## config.mk

```make
export PLATFORM = sky130hd
export DESIGN_NAME = mmio_uart_decode
export DESIGN_NICKNAME = d
export VERILOG_FILES = /design/src/rtl/mmio_pkg.sv /design/src/rtl/mmio_addr_class.sv /design/src/rtl/mmio_uart_regs.sv /design/src/rtl/mmio_rd_mux.sv /design/src/rtl/mmio_uart_decode.sv
export SDC_FILE = /design/constraint.sdc
export NUM_CORES = 1
export LEC_CHECK = 0
export ABC_CLOCK_PERIOD_IN_PS = 1650
export BUFFER_PORTS_ARGS = -buffer_cell sky130_fd_sc_hd__buf_2
export CORE_AREA = 2 2 98 100
export CTS_CLUSTER_SIZE = 20
export DETAILED_ROUTE_END_ITERATION = 16
export DIE_AREA = 0 0 100 102
export GPL_ROUTABILITY_DRIVEN = 0
export PLACE_DENSITY_LB_ADDON = 0.05
export SLEW_MARGIN = 20
export SYNTH_ARGS = -nofsm -noshare
export SYNTH_HDL_FRONTEND = slang
export SYNTH_HIERARCHICAL = 1
export SYNTH_SLANG_ARGS = --single-unit
```

## constraint.sdc

```tcl
create_clock -name clk -period 1.65 [get_ports clk]
set_input_delay 0.2475 -clock clk [delete_from_list [all_inputs] [get_ports clk]]
set_output_delay 0.2475 -clock clk [all_outputs]
set_load 0.02 [all_outputs]
```

## src/rtl/mmio_pkg.sv

```systemverilog
package mmio_pkg;
   typedef enum logic [1:0] {
      SRC_NONE = 2'd0,
      SRC_RAM  = 2'd1,
      SRC_IO   = 2'd2
   } rd_src_e;
endpackage

```

## src/rtl/mmio_addr_class.sv

```systemverilog
module mmio_addr_class #(
   parameter int          AW      = 32,
   parameter int          MEM_BIT = 28,
   parameter logic [3:0]  IO_NIB  = 4'h8,
   parameter int          FN_W    = 8
) (
   input  logic [AW-1:0]   addr,
   output logic            is_mem,
   output logic            is_io,
   output logic [FN_W-1:0] fn
);
   localparam int NIB_LO = AW - 4;

   if (MEM_BIT >= AW) begin : g_bad_membit
      $error("MEM_BIT must lie inside the address");
   end
   if (FN_W > NIB_LO) begin : g_bad_fnw
      $error("function field overlaps the I/O nibble");
   end

   logic nib_hit;
   assign nib_hit = (addr[AW-1:NIB_LO] == IO_NIB);
   assign is_mem  = addr[MEM_BIT];
   // memory wins if a chosen I/O nibble also carries the memory bit
   assign is_io   = nib_hit && !addr[MEM_BIT];
   assign fn      = addr[FN_W-1:0];
endmodule

```

## src/rtl/mmio_uart_regs.sv

```systemverilog
module mmio_uart_regs #(
   parameter int              DW       = 32,
   parameter int              FN_W     = 8,
   parameter int              BYTE_W   = 8,
   parameter logic [FN_W-1:0] OFF_STAT = 8'h00,
   parameter logic [FN_W-1:0] OFF_RX   = 8'h04,
   parameter logic [FN_W-1:0] OFF_TX   = 8'h08,
   parameter bit              HS_REG   = 1'b1
) (
   input  logic              clk,
   input  logic              rst,
   input  logic              ld,
   input  logic              st,
   input  logic              is_io,
   input  logic [FN_W-1:0]   fn,
   input  logic [BYTE_W-1:0] wbyte,
   input  logic              rx_valid,
   input  logic [BYTE_W-1:0] rx_data,
   input  logic              tx_ready,
   output logic              tx_valid,
   output logic [BYTE_W-1:0] tx_data,
   output logic              rx_ready,
   output logic              io_hit,
   output logic [DW-1:0]     io_rdata
);
   if (DW < BYTE_W || DW < 2) begin : g_bad_dw
      $error("data word narrower than a serial byte");
   end

   logic ld_stat, ld_rx, st_tx;
   assign ld_stat = ld && is_io && (fn == OFF_STAT);
   assign ld_rx   = ld && is_io && (fn == OFF_RX);
   assign st_tx   = st && is_io && (fn == OFF_TX);
   assign io_hit  = ld_stat || ld_rx;

   logic [DW-1:0] stat_word, rx_word;
   always_comb begin
      stat_word              = '0;
      stat_word[1]           = rx_valid;
      stat_word[0]           = tx_ready;
      rx_word                = '0;
      rx_word[BYTE_W-1:0]    = rx_data;
   end

   always_ff @(posedge clk) begin
      if (rst)          io_rdata <= '0;
      else if (ld_stat) io_rdata <= stat_word;
      else if (ld_rx)   io_rdata <= rx_word;
      else              io_rdata <= '0;
   end

   if (HS_REG) begin : g_hs_reg
      logic              txv_q, rxr_q;
      logic [BYTE_W-1:0] txd_q;
      always_ff @(posedge clk) begin
         if (rst) begin
            txv_q <= 1'b0;
            rxr_q <= 1'b0;
            txd_q <= '0;
         end else begin
            txv_q <= st_tx;
            rxr_q <= ld_rx;
            if (st_tx) txd_q <= wbyte;
         end
      end
      assign tx_valid = txv_q;
      assign rx_ready = rxr_q;
      assign tx_data  = txd_q;

      // a transmit pulse always follows a store
      a_r6_txv_after_store: assert property (@(posedge clk) disable iff (rst)
         tx_valid |-> $past(st));
      // transmit byte moves only after a store
      a_r6_txd_held: assert property (@(posedge clk) disable iff (rst)
         !$past(st) |-> $stable(tx_data));
      // a consume pulse always follows a load
      a_r5_rxr_after_load: assert property (@(posedge clk) disable iff (rst)
         rx_ready |-> $past(ld));
   end else begin : g_hs_comb
      assign tx_valid = st_tx;
      assign rx_ready = ld_rx;
      assign tx_data  = wbyte;
   end
endmodule

```

## src/rtl/mmio_rd_mux.sv

```systemverilog
module mmio_rd_mux
   import mmio_pkg::*;
#(
   parameter int DW = 32
) (
   input  logic          clk,
   input  logic          rst,
   input  logic          ld,
   input  logic          is_mem,
   input  logic          io_hit,
   input  logic [DW-1:0] ram_rdata,
   input  logic [DW-1:0] io_rdata,
   output logic [DW-1:0] rdata
);
   rd_src_e sel_q;

   always_ff @(posedge clk) begin
      if (rst)                 sel_q <= SRC_NONE;
      else if (ld && is_mem)   sel_q <= SRC_RAM;
      else if (ld && io_hit)   sel_q <= SRC_IO;
      else                     sel_q <= SRC_NONE;
   end

   always_comb begin
      case (sel_q)
         SRC_RAM: rdata = ram_rdata;
         SRC_IO:  rdata = io_rdata;
         default: rdata = '0;
      endcase
   end

   // RAM is selected only in the cycle after a memory load
   a_r8_ram_after_load: assert property (@(posedge clk) disable iff (rst)
      (sel_q == SRC_RAM) |-> $past(ld && is_mem));
endmodule

```

## src/rtl/mmio_uart_decode.sv

```systemverilog
module mmio_uart_decode #(
   parameter int          AW      = 32,
   parameter int          DW      = 32,
   parameter int          RAW     = 12,
   parameter int          MEM_BIT = 28,
   parameter logic [3:0]  IO_NIB  = 4'h8,
   parameter int          FN_W    = 8,
   parameter bit          HS_REG  = 1'b1
) (
   input  logic             clk,
   input  logic             rst,
   input  logic             cpu_rd,
   input  logic             cpu_wr,
   input  logic [31:0]      cpu_addr,
   input  logic [31:0]      cpu_wdata,
   input  logic [3:0]       cpu_wstrb,
   output logic [31:0]      cpu_rdata,
   output logic [3:0]       dram_we,
   output logic [11:0]      dram_addr,
   output logic [31:0]      dram_wdata,
   input  logic [31:0]      dram_rdata,
   output logic [3:0]       iram_we,
   output logic [11:0]      iram_addr,
   output logic [31:0]      iram_wdata,
   output logic [7:0]       uart_tx_data,
   output logic             uart_tx_valid,
   input  logic             uart_tx_ready,
   input  logic [7:0]       uart_rx_data,
   input  logic             uart_rx_valid,
   output logic             uart_rx_ready
);
   localparam int NB        = DW / 8;
   localparam int LANE_BITS = $clog2(NB);
   localparam int BYTE_W    = 8;

   if (AW != 32 || DW != 32 || RAW != 12) begin : g_bad_port_widths
      $error("port widths are fixed at 32/32/12");
   end
   if (RAW + LANE_BITS > MEM_BIT) begin : g_bad_raw
      $error("RAM index reaches the memory select bit");
   end

   logic            is_mem, is_io;
   logic [FN_W-1:0] fn;
   logic            io_hit;
   logic [DW-1:0]   io_rdata;
   logic            mem_st;

   mmio_addr_class #(
      .AW(AW), .MEM_BIT(MEM_BIT), .IO_NIB(IO_NIB), .FN_W(FN_W)
   ) u_class (
      .addr(cpu_addr), .is_mem(is_mem), .is_io(is_io), .fn(fn)
   );

   assign mem_st = cpu_wr && is_mem;

   for (genvar b = 0; b < NB; b++) begin : g_lane
      assign dram_we[b] = mem_st && cpu_wstrb[b];
      assign iram_we[b] = mem_st && cpu_wstrb[b];
   end

   assign dram_addr  = cpu_addr[RAW+LANE_BITS-1:LANE_BITS];
   assign iram_addr  = cpu_addr[RAW+LANE_BITS-1:LANE_BITS];
   assign dram_wdata = cpu_wdata;
   assign iram_wdata = cpu_wdata;

   mmio_uart_regs #(
      .DW(DW), .FN_W(FN_W), .BYTE_W(BYTE_W), .HS_REG(HS_REG)
   ) u_uart (
      .clk(clk), .rst(rst), .ld(cpu_rd), .st(cpu_wr), .is_io(is_io),
      .fn(fn), .wbyte(cpu_wdata[BYTE_W-1:0]),
      .rx_valid(uart_rx_valid), .rx_data(uart_rx_data),
      .tx_ready(uart_tx_ready), .tx_valid(uart_tx_valid),
      .tx_data(uart_tx_data), .rx_ready(uart_rx_ready),
      .io_hit(io_hit), .io_rdata(io_rdata)
   );

   mmio_rd_mux #(.DW(DW)) u_mux (
      .clk(clk), .rst(rst), .ld(cpu_rd), .is_mem(is_mem), .io_hit(io_hit),
      .ram_rdata(dram_rdata), .io_rdata(io_rdata), .rdata(cpu_rdata)
   );

   // RAM enables only on a store with the memory bit set
   a_r2_we_needs_mem_store: assert property (@(posedge clk) disable iff (rst)
      (|dram_we || |iram_we) |-> (cpu_wr && cpu_addr[MEM_BIT]));
   // nothing reaches the RAMs on a pure load
   a_r7_load_no_we: assert property (@(posedge clk) disable iff (rst)
      (cpu_rd && !cpu_wr) |-> (dram_we == '0 && iram_we == '0));
   // I/O-nibble addresses never write memory
   a_r7_io_no_we: assert property (@(posedge clk) disable iff (rst)
      (cpu_addr[31:28] == IO_NIB && !cpu_addr[MEM_BIT]) |-> (dram_we == '0));
   // handshakes quiet right after a reset cycle
   a_r9_reset_quiet: assert property (@(posedge clk)
      $past(rst) |-> (!uart_tx_valid && !uart_rx_ready));
endmodule

```

======== After elaboration in Yosys (flattened, before gate mapping) ========
Cells that the tools add are included.
storage, ports and cells
  word-level logic and storage cells ...... 38
  output and inout bits ................... 138
  input port bits ......................... 114
  register bits ........................... 44
cells by class
  bitwise logic cells ..................... 1
  muxes and demuxes ....................... 5
  eq/ne operators ......................... 5
  reduce and logical (&&, ||, !) cells .... 19
operator list
  operator            number
  $pmux 32 s2         1
  $logic_and 1x1->1   13
  $eq 8x3->1 const B  1
  $eq 8x4->1 const B  1
  $logic_not 8->1     1
  $mux 2              3
  $eq 4x4->1 const B  1
  $reduce_or 2->1     2
  $reduce_or 3->1     1
  $eq 2x1->1 const B  1
  $eq 2x2->1 const B  1
  $logic_not 1->1     1
  $logic_or 1x1->1    1
  $mux 1              1
  $not 1->1           1

======== Longest topological paths before layout ========
  depth in word-level cells ............... 8
  depth in mapped cells ................... 5
  depth with buffers taken out ............ 5

======== Modules after synthesis ========
The synthesis kept the hierarchy.
by module, submodules not included
  module            times used  area each (µm²)  cells each  seq. area each (µm²)
  mmio_uart_regs    1           894.6            89          360.3
  mmio_uart_decode  1           715.7            96          0.0
  mmio_rd_mux       1           548.0            81          40.0
  mmio_addr_class   1           82.6             10          0.0

======== Worst setup path after synthesis ========
Ideal clock, no wire load.
  kind .................................... in2reg
  start point ............................. in cpu_addr[29]
  end point ............................... reg u_mux.sel_q[1]
  stages .................................. 5
  slack ................................... -88 ps
  setup time .............................. 91 ps
  path buffers ............................ 0
  data arrival time ....................... 1647 ps
  cells stage by stage .................... nor4b_2 or3b_2 or2_2 nor2_1 nor4bb_1
on the way
  cells in the longest elaborated chain, start to end .. 7
ends and longest elaborated chain
  item                                  line                                        text
  start: declaration                    mmio_uart_decode.sv:14                      input logic [31:0] cpu_addr,
  $eq 4x4->1 (*)                        mmio_addr_class.sv:22                       assign nib_hit = (addr[AW-1:NIB_LO] == IO_NIB);
  $logic_and 1x1->1 (*)                 mmio_addr_class.sv:25                       assign is_io = nib_hit && !addr[MEM_BIT];
  $logic_and 1x1->1 (*)                 mmio_uart_regs.sv:31, mmio_uart_regs.sv:32
  $logic_and 1x1->1 (on tied branches)  mmio_uart_regs.sv:31, mmio_uart_regs.sv:32
  $logic_or 1x1->1 (*)                  mmio_uart_regs.sv:34                        assign io_hit = ld_stat || ld_rx;
  net io_hit                            mmio_uart_decode.sv:45                      logic io_hit;
  $logic_and 1x1->1 (*)                 mmio_rd_mux.sv:20                           else if (ld && io_hit) sel_q <= SRC_IO;
  $mux 2 (*)                            mmio_rd_mux.sv:20
  end signal: assignment                mmio_rd_mux.sv:19                           else if (ld && is_mem) sel_q <= SRC_RAM;
  end signal: assignment                mmio_rd_mux.sv:20
  end signal: assignment                mmio_rd_mux.sv:21                           else sel_q <= SRC_NONE;
  end: declaration                      mmio_rd_mux.sv:15                           rd_src_e sel_q;
The timed path passes the listed nets; every way through them passes the cells marked *.
A chain may end at the register's enable or synchronous reset.

======== Worst setup path in the final report ========
  start point ............................. reg u_mux.sel_q[1]
  end point ............................... out cpu_rdata[24]
on the way
  cells in the longest elaborated chain, start to end .. 2
ends and longest elaborated chain
  item                                      line                    text
  start signal: assignment                  mmio_rd_mux.sv:18       if (rst) sel_q <= SRC_NONE;
  start signal: assignment                  mmio_rd_mux.sv:19
  start signal: assignment                  mmio_rd_mux.sv:20
  $eq 2x2->1 or $eq 2x1->1 (tied branches)  mmio_rd_mux.sv:25       case (sel_q)
  $pmux 32 s2 (*)                           mmio_rd_mux.sv:25
  end: declaration                          mmio_uart_decode.sv:17  output logic [31:0] cpu_rdata,
Mark *: on every way between the ends. The rest lies on a longest branch, timed or not.

==> flow_metrics.py <==
metrics = {
    "status": {
        "outcome": "completed",
    },
    "critical_path": {
        "rr_worst_depth": 2,
        "cp.arrival_ns": 1.39,
        "path_class": "reg -> out",
        "r2r_end": "u_uart/tx_data[6]",
        "slowest_stage": "dfxtp_4",
        "worst_path_largest_cell_delay_ns": 0.38,
        "crit_fanout": 11,
        "timing.rr.start": "u_uart/tx_data[6]",
        "worst_setup_path_start_kind": "flip-flop",
        "cp-end-kind": "output pin",
        "required_ns": 1.40,
        "path_depth": 6,
        "r2r_slack_ns": 1.08,
        "cp_cell_sequence": "inv_4 -> ha_4 -> clkbuf_16 -> a22oi_1 -> nor2_2 -> buf_6",
        "cp_top_family": "flip-flops",
        "path_buf_inv": 3,
    },
    "cts": {
        "clkLatencyLatePin_ns": 0.26,
        "cts_setup_buffers": 0,
        "cts_hold_buf": 0,
        "cts_sinks": 20,
        "cts_buffers": 3,
        "root_buffer": "clkbuf_8",
        "cts_tree": "yes",
        "clkTransAtPathRegs_ns": 0.08,
        "htreeDepth": 1,
        "clockBufferDepth": 2,
    },
    "timing": {
        "rsz0062_at_grt": "true",
        "layout_min_cycle_time_ns": 1.64,
        "slew_viol_final": 0,
        "period_share": 0.995,
        "skew_ns": 0,
        "max_clock_freq_mhz": 609,
        "report.final.hold_viol_count": 0,
        "setup_violations": 0,
    },
    "min_path": {
        "holdPathEnd": "u_uart/io_rdata[6]",
        "worstHoldPathCells": 2,
        "hold_class": "in -> reg",
        "hold_start": "uart_rx_data[6]",
    },
    "grt": {
        "overflow": 0,
        "grt_max_degree": 24,
        "grt_first_pass_wirelength_mm": 7.91,
        "antenna_found_initial": 0,
        "grt_usage": 0.0960,
        "grt_pass1_vias": 1599,
    },
    "placed_design": {
        "numPortBuffers": 147,
        "hpwlAfterDp_mm": 4.00,
    },
    "detailed_routing": {
        "remaining_drc_errors": 0,
        "drtIter0Drc": 14,
        "vias_per_cell": 4.03,
        "routed_wl_mm": 5.59,
        "drtPass1Iterations": 4,
        "drt-wirelength-per-cell_um": 12.7,
        "via_count": 1769,
        "ant_nets": 0,
    },
    "synthesis": {
        "yosysSeqAreaShare": 0.179,
        "ys_types": 26,
        "syn_avg_cell_area_um2": 8.12,
        "yosys_warnings": 6,
        "syn_inst": 276,
        "synth_largest_area_cell": "buf_4",
        "synth_top_area_frac": 0.419,
        "netlist_area_um2": 2240,
        "ys_seq_elements": 20,
        "yosys-top-cells-area": "buf_4, dfxtp_1, a22oi_1, nor2_1, nand2b_1",
    },
    "power": {
        "irDropWorstVdd_uv": 275,
        "power.total_mw": 1.34,
        "leakagePower_nw": 1.28,
        "p_per_area_nw_per_um2": 470,
    },
    "floorplanning": {
        "row_count": 35,
        "die_area_um2": 10200,
        "ios": 252,
        "coreArea_um2": 9110,
        "die_h_um": 102,
        "die_x_um": 100,
        "start_util": 0.246,
    },
    "job": {
        "maxCapViolations": 0,
    },
    "finish": {
        "syn_to_final_growth_pct": 27.2,
        "drive_gt1_frac": 0.695,
        "antennaDiodeCount": 0,
        "post-route-util": 0.313,
        "final_nets": 445,
    },
}
per-stage QoR:
stage	cell area (um2)	hold slack [ns]	cells	setup TNS [ns]	worst slack (ns)
floorplan	2330	0.325	299	0	0.0193
finish	2850	0.180	439	0	0.00894
global route	2850	0.182	439	-0.764	-0.0391
global placement	2280	0.451	431	-1.53	-0.194
detailed placement	2280	0.452	431	-1.17	-0.199
CTS	2480	0.172	436	-0.0138	-0.0138
final cells by class:
type                    count  area [um2]
inverters                   2        10.0
flip-flops and latches     20         405
repair buffers            161        1100
fillers                  1022        6260
well taps                 111         139
clock buffers               3        41.3
clock inverters             1        30.0
multi-input cells         141        1120
synthesized netlist by cell type:
cell type	number
dfxtp_1	20
and2_1	6
nor4bb_1	1
clkbuf_1	3
or4_4	1
nor3_1	1
nand2b_1	18
a22oi_1	29
buf_4	125
inv_1	2
nor3_4	1
or3b_2	1
nor4_4	1
and3b_1	1
nor4_1	2
conb_1	1
ha_1	2
buf_2	2
a22oi_2	3
or2_2	1
mux2i_1	10
nor4b_2	1
nand3b_1	1
nor2_1	33
buf_6	6
and3_1	4
how the worst max path moves through the flow:
| stage | from | endpoint | slack (ns) |
|---|---|---|---|
| floorplan | cpu_addr[7] | u_mux/sel_q[1] | 0.02 |
| global placement | cpu_addr[29] | u_mux/sel_q[1] | -0.19 |
| detailed placement | cpu_addr[29] | u_mux/sel_q[1] | -0.20 |
| CTS | u_mux/sel_q[1] | cpu_rdata[28] | -0.01 |
| global route | u_mux/sel_q[0] | cpu_rdata[24] | -0.04 |
| finish | u_mux/sel_q[1] | cpu_rdata[24] | 0.009 |
layout by cell type, fill, tap and decap left out:
cell type / count
dfxtp_1: 18
buf_6: 19
nor2_4: 4
a22oi_1: 3
clkbuf_8: 3
inv_4: 1
nor4_1: 2
inv_2: 1
a22oi_2: 29
nor4_4: 1
nor2_2: 18
conb_1: 24
nor3_4: 1
or2_2: 1
ha_4: 2
nor3_1: 1
bufinv_16: 1
buf_2: 116
or3b_4: 1
buf_4: 19
and2_1: 6
or4_4: 1
and3b_1: 1
buf_16: 1
nor4b_2: 1
dfxtp_4: 1
nor4bb_1: 1
nand2b_1: 18
and3_1: 4
nand3b_1: 1
clkbuf_16: 3
mux2i_1: 10
nor2_1: 11
dfxtp_2: 1
buf_12: 3
metal layers:
metal,share of wire,global-route usage,wire length [um]
met1,0.39,0.110,2170
met2,0.52,0.175,2920
met3,0.081,0.0260,451
met4,0.0084,0.0295,47
met5,0,0,0
report_power, final:
| group | switching (mW) | internal [mW] | total [mW] |
|---|---|---|---|
| Sequential | 0.00108 | 0.482 | 0.483 |
| Combinational | 0.195 | 0.164 | 0.359 |
| Clock | 0.173 | 0.324 | 0.497 |
| Total | 0.370 | 0.969 | 1.34 |
state kept, by name, indices dropped and copies added, names as in the netlist:
signal and flops:
u_mux/sel_q 2, u_uart/io_rdata 8, u_uart/rx_ready 1, u_uart/tx_data 8, u_uart/tx_valid 1
cells by family (layout without fill, tap and decap cells):
logic type	count (synthesis)	count (layout)	share of synthesized area
buffers and inverters	138	167	0.462
AO/OA/AOI/OAI	32	32	0.114
multiplexers	10	10	0.0447
other	1	24	0.00167
flip-flops	20	20	0.179
AND/OR/NAND/NOR	73	73	0.188
adder cells (fa/ha/maj)	2	2	0.0112
timing repair:
item,CTS,global route
endpoints found under the hold margin,0,0
setup endpoints to repair,32,32
resized for setup,34,82
cloned,1,3
pin swaps,0,9
Power figures use the tool's default switching activity.
